File: config.mk
export PLATFORM = sky130hd
export DESIGN_NAME = ddp_addr_unit
export DESIGN_NICKNAME = d
export VERILOG_FILES = /design/src/rtl/ddp_pkg.sv /design/src/rtl/ddp_ptr_bank.sv /design/src/rtl/ddp_sfr_regs.sv /design/src/rtl/ddp_addr_gen.sv /design/src/rtl/ddp_addr_unit.sv
export SDC_FILE = /design/constraint.sdc
export NUM_CORES = 1
export LEC_CHECK = 0
export ABC_AREA = 1
export BUFFER_PORTS_ARGS = -buffer_cell sky130_fd_sc_hd__clkbuf_2
export CORE_UTILIZATION = 50
export CTS_BUF_LIST = sky130_fd_sc_hd__clkbuf_4 sky130_fd_sc_hd__clkbuf_8
export DETAILED_ROUTE_END_ITERATION = 10
export PLACE_DENSITY_LB_ADDON = 0.3
export SETUP_SLACK_MARGIN = 0.02
export SYNTH_ARGS = -nofsm -noshare
export SYNTH_HDL_FRONTEND = slang
export SYNTH_HIERARCHICAL = 1
export SYNTH_SLANG_ARGS = --single-unit
File: constraint.sdc
create_clock -name clk -period 3 [get_ports clk]
set_clock_uncertainty 0.2 [all_clocks]
set_input_delay 0.6 -clock clk [delete_from_list [all_inputs] [get_ports clk]]
set_output_delay 0.6 -clock clk [all_outputs]
set_load 0.01 [all_outputs]
File: src/rtl/ddp_pkg.sv
package ddp_pkg;
  localparam logic [7:0] SFR_PTR_LO = 8'h82;
  localparam logic [7:0] SFR_PTR_HI = 8'h83;
  localparam logic [7:0] SFR_SELECT = 8'h92;
  localparam logic [7:0] SFR_PAGE   = 8'hBF;

  typedef enum logic [1:0] {
    BYTE_NONE = 2'd0,
    BYTE_LO   = 2'd1,
    BYTE_HI   = 2'd2
  } byte_wr_e;
endpackage

File: src/rtl/ddp_ptr_bank.sv
module ddp_ptr_bank #(
  parameter int AW      = 16,
  parameter int DW      = 8,
  parameter int NUM_PTR = 2,
  localparam int SEL_W  = (NUM_PTR > 1) ? $clog2(NUM_PTR) : 1
) (
  input  logic              clk,
  input  logic              rst,
  input  logic [SEL_W-1:0]  sel,
  input  logic              load,
  input  logic [AW-1:0]     load_val,
  input  logic              inc,
  input  ddp_pkg::byte_wr_e byte_wr,
  input  logic [DW-1:0]     byte_val,
  output logic [AW-1:0]     sel_ptr
);
  import ddp_pkg::*;

  logic [AW-1:0] ptr_q [NUM_PTR];

  for (genvar i = 0; i < NUM_PTR; i++) begin : g_ptr
    logic hit;
    assign hit = (sel == SEL_W'(i));
    always_ff @(posedge clk) begin
      if (rst) begin
        ptr_q[i] <= '0;
      end else if (hit) begin
        if (load) begin
          ptr_q[i] <= load_val;
        end else if (inc) begin
          ptr_q[i] <= ptr_q[i] + AW'(1);
        end else if (byte_wr == BYTE_LO) begin
          ptr_q[i] <= {ptr_q[i][AW-1:DW], byte_val};
        end else if (byte_wr == BYTE_HI) begin
          ptr_q[i] <= {byte_val, ptr_q[i][DW-1:0]};
        end
      end
    end
  end

  assign sel_ptr = ptr_q[sel];
endmodule

File: src/rtl/ddp_sfr_regs.sv
module ddp_sfr_regs #(
  parameter int AW      = 16,
  parameter int DW      = 8,
  parameter int NUM_PTR = 2,
  localparam int SEL_W  = (NUM_PTR > 1) ? $clog2(NUM_PTR) : 1
) (
  input  logic              clk,
  input  logic              rst,
  input  logic [7:0]        addr,
  input  logic [DW-1:0]     wdata,
  input  logic              we,
  input  logic [AW-1:0]     sel_ptr,
  output logic [SEL_W-1:0]  sel,
  output logic [DW-1:0]     page,
  output ddp_pkg::byte_wr_e byte_wr,
  output logic [DW-1:0]     rdata
);
  import ddp_pkg::*;

  logic [SEL_W-1:0] sel_q;
  logic [DW-1:0]    page_q;
  logic [DW-1:0]    rdata_q;
  logic [DW-1:0]    rd_mux;

  always_ff @(posedge clk) begin
    if (rst) begin
      sel_q  <= '0;
      page_q <= '0;
    end else if (we) begin
      if (addr == SFR_SELECT) sel_q  <= wdata[SEL_W-1:0];
      if (addr == SFR_PAGE)   page_q <= wdata;
    end
  end

  always_comb begin
    byte_wr = BYTE_NONE;
    if (we && addr == SFR_PTR_LO) byte_wr = BYTE_LO;
    if (we && addr == SFR_PTR_HI) byte_wr = BYTE_HI;
  end

  always_comb begin
    unique case (addr)
      SFR_PTR_LO: rd_mux = sel_ptr[DW-1:0];
      SFR_PTR_HI: rd_mux = sel_ptr[AW-1:DW];
      SFR_SELECT: rd_mux = {{(DW-SEL_W){1'b0}}, sel_q};
      SFR_PAGE:   rd_mux = page_q;
      default:    rd_mux = '0;
    endcase
  end

  always_ff @(posedge clk) begin
    if (rst) rdata_q <= '0;
    else     rdata_q <= rd_mux;
  end

  assign sel   = sel_q;
  assign page  = page_q;
  assign rdata = rdata_q;
endmodule

File: src/rtl/ddp_addr_gen.sv
module ddp_addr_gen #(
  parameter int AW = 16,
  parameter int DW = 8
) (
  input  logic          indirect,
  input  logic [AW-1:0] sel_ptr,
  input  logic [DW-1:0] page,
  input  logic [DW-1:0] ri_val,
  output logic [AW-1:0] xaddr
);
  always_comb begin
    if (indirect) xaddr = {page, ri_val};
    else          xaddr = sel_ptr;
  end
endmodule

File: src/rtl/ddp_addr_unit.sv
module ddp_addr_unit #(
  parameter int AW      = 16,
  parameter int DW      = 8,
  parameter int NUM_PTR = 2
) (
  input  logic          clk,
  input  logic          rst,
  input  logic [7:0]    sfr_addr,
  input  logic [DW-1:0] sfr_wdata,
  input  logic          sfr_we,
  output logic [DW-1:0] sfr_rdata,
  input  logic          ptr_load,
  input  logic [AW-1:0] ptr_load_val,
  input  logic          ptr_inc,
  input  logic          xaddr_indirect,
  input  logic [DW-1:0] ri_val,
  output logic [AW-1:0] xaddr
);
  localparam int SEL_W = (NUM_PTR > 1) ? $clog2(NUM_PTR) : 1;

  logic [SEL_W-1:0]  sel;
  logic [DW-1:0]     page;
  logic [AW-1:0]     sel_ptr;
  ddp_pkg::byte_wr_e byte_wr;

  ddp_sfr_regs #(.AW(AW), .DW(DW), .NUM_PTR(NUM_PTR)) regs_i (
    .clk(clk), .rst(rst), .addr(sfr_addr), .wdata(sfr_wdata), .we(sfr_we),
    .sel_ptr(sel_ptr), .sel(sel), .page(page), .byte_wr(byte_wr),
    .rdata(sfr_rdata)
  );

  ddp_ptr_bank #(.AW(AW), .DW(DW), .NUM_PTR(NUM_PTR)) bank_i (
    .clk(clk), .rst(rst), .sel(sel), .load(ptr_load), .load_val(ptr_load_val),
    .inc(ptr_inc), .byte_wr(byte_wr), .byte_val(sfr_wdata), .sel_ptr(sel_ptr)
  );

  ddp_addr_gen #(.AW(AW), .DW(DW)) agen_i (
    .indirect(xaddr_indirect), .sel_ptr(sel_ptr), .page(page),
    .ri_val(ri_val), .xaddr(xaddr)
  );
endmodule

==> results_dict.tcl <==
set metrics [dict create \
    status "finished clean" \
    cts.clk_slew.worst_paths_ns 0.09 \
    ys_async_sr_fraction_pct 0 \
    cp.arrival_ns 1.81 \
    syn_area_mm2 0.00388 \
    core_region_area_mm2 0.00737 \
    drc 0 \
    maxSlewViolCount 0 \
    slew_headroom_pct 55.7 \
    clockBufferDepth 2 \
    yosys_register_bits 49 \
    via_count 4228 \
    cpMaxStageDelayCell "dfxtp_1" \
    synth-seq-area-share_pct 33.5 \
    viasPerCell 5.43 \
    hold_buffers 0 \
    synth_warnings 6 \
    wl_per_cell_um 14.7 \
    final.min_clock_period_ns 2.61 \
    io_buffers 69 \
    cts.htree.levels 2 \
    post-route-period-util_pct 86.9 \
    ys.flop_type "edfxtp_1" \
    vdd_ir_drop_max_mv 0.184 \
    setup_tns_ns 0 \
    first_iter_violations 465 \
    critPathMaxFanout 31 \
    layout_common_cells "nand2_1, clkbuf_2, inv_1" \
    drive_above_1_share_pct 17.8 \
    leakage_uw 0.00208 \
    dieWidth_um 90.1 \
    netlist_instances 609 \
    cp_top_family "flip-flops" \
    start_kind "flop" \
    antenna_found_initial 0 \
    overflow 0 \
    cp_slowest_stage_delay_ns 0.52 \
    power_density_mw_per_mm2 327 \
    ioPinCount 70 \
    final_common_cell "nand2_1" \
    yosysTopAreaCellShare_pct 24.8 \
    dr.pass1.iters 5 \
    grt.total_usage_pct 28.7 \
    hpwl_um 9020 \
    hold_viol 0 \
    netlist-cell-type-count 38 \
    cts_resized 0 \
    cts_tree "built" \
    rows 31 \
    cap_violations 0 \
    clk_root_buffer_cell "clkbuf_8" \
    cp.buffers_inverters 2 \
    cts.sinks 49 \
    post-place-ws_ns 0.0812 \
    fin_nets 726 \
    setup_ws_ns 0.394 \
    cts_buffers 5 \
    tightest_slew_ns 0.664 \
    path_cells "buf_4 > nand2_1 > o21ai_0 > nand2_1 > nand2_1 > clkbuf_2" \
    ant_nets 0 \
    globalplace.congestion 0.964 \
    setup_viol 0 \
    grt_pass1_wl_um 18500 \
    die_area_mm2 0.00812 \
    critPathCaptureType "output port" \
    cp.required_ns 2.20 \
    holdCritPathClass "reg -> reg" \
    start_util_pct 52.7 \
    dieHeight_um 90.1 \
    synthToLayoutAreaGrowth_pct 12.9 \
    synth.avg_cell_area_um2 6.38 \
    num_antenna_cells 0 \
    synth_edf_count 32 \
    fmax_mhz 384 \
    grt_start_max_net_pins 32 \
    synth.net_count 657 \
    wl_um 11500 \
    crit_top_cell "nand2_1" \
    clk_latency_ns 0.31 \
    rsz0062_at_grt "no" \
    total_power_uw 1430 \
    grt_pass1_vias 3704 \
    cts_setup_buffers 0 \
    path_class "reg -> out" \
    yosysTopAreaCell "edfxtp_1" \
    synth.area.top_cells "edfxtp_1, nand2_1, dfxtp_1" \
]
Yosys cell counts, types with 2 or more instances:
cell type	number
nor2_2	5
edfxtp_1	32
a31oi_1	2
inv_2	6
nand2_1	244
o21ai_0	37
nand2_2	9
buf_6	4
buf_4	3
nand4_1	7
ha_1	2
dfxtp_1	17
nor2_4	7
a21oi_1	22
nand3_1	59
nor2_1	55
o211ai_1	6
nor2_8	2
buf_2	3
clkbuf_1	3
o21ai_1	3
nor3_1	5
inv_1	61
through the flow:
stage          hold slack, ns  std cells  util (%)  instance area [µm²]
2_1_floorplan           0.245        609         -                 3880
3_3_place_gp            0.270        770      58.3                 4290
3_5_place_dp            0.275        770      58.3                 4290
4_1_cts                 0.290        778      59.5                 4380
5_1_grt                 0.307        778      59.5                 4380
6_report                0.292        778      59.5                 4380
cell families (layout without fill, tap and decap cells):
group,Yosys count,after routing,share of synthesized area (%)
XOR/XNOR,2,2,0.451
AND/OR/NAND/NOR,397,397,45.0
flip-flops,49,49,33.5
buffers and inverters,85,155,10.1
AO/OA/AOI/OAI,74,74,10.2
adder cells (fa/ha/maj),2,2,0.644
path summary, 6_finish.rpt:
kind / startpoint / end / slack, ns / cells after the start
setup / recovery: regs_i/sel$_SDFFE_PP0P_ / xaddr[9] / 0.39 / 6
hold / removal: regs_i/page[3]$_SDFFE_PP0P_ / regs_i/page[3]$_SDFFE_PP0P_ / 0.29 / 2
setup reg to reg: regs_i/sel$_SDFFE_PP0P_ / bank_i/ptr_q[1][8]$_SDFFCE_PN0P_ / 0.77 / 6
hold reg to reg: regs_i/page[3]$_SDFFE_PP0P_ / regs_i/page[3]$_SDFFE_PP0P_ / 0.29 / 2
area by class of cell:
class / instances / area, µm²
clock buffer: 5 / 68.8
clock inverter: 3 / 20.0
fill: 741 / 2990
inverter: 70 / 275
multi-input combinational: 475 / 2190
sequential: 49 / 1300
tap: 99 / 124
timing repair buffer: 77 / 405
where the power goes:
| group | switching (µW) | total [µW] | internal (µW) | leakage (µW) |
|---|---|---|---|---|
| Clock | 238 | 404 | 165 | 0.0000450 |
| Sequential | 28.5 | 776 | 747 | 0.000484 |
| Combinational | 170 | 252 | 82.1 | 0.00156 |
registers in the layout (all words and copies together) (netlist names):
| name | flops |
|---|---|
| regs_i/rdata | 8 |
| bank_i/ptr_q | 32 |
| regs_i/page | 8 |
| regs_i/sel | 1 |
tightest hold or removal path, cell delays in order, from the launching register on:
cell     delay (ns)
dfxtp_1        0.34
nand2_1        0.06
a21oi_1        0.05
routing by layer:
layer | routed length [µm] | share of wire (%) | track usage, % | vias up
met4 | 306 | 2.7 | 9.27 | 0
met1 | 4820 | 42 | 41.0 | 1885
li1 | - | - | - | 2100
met3 | 1200 | 10 | 4.31 | 24
met2 | 5130 | 45 | 44.4 | 219
met5 | 0 | 0 | 0 | -
No activity file was read; power rests on OpenSTA's default activity.
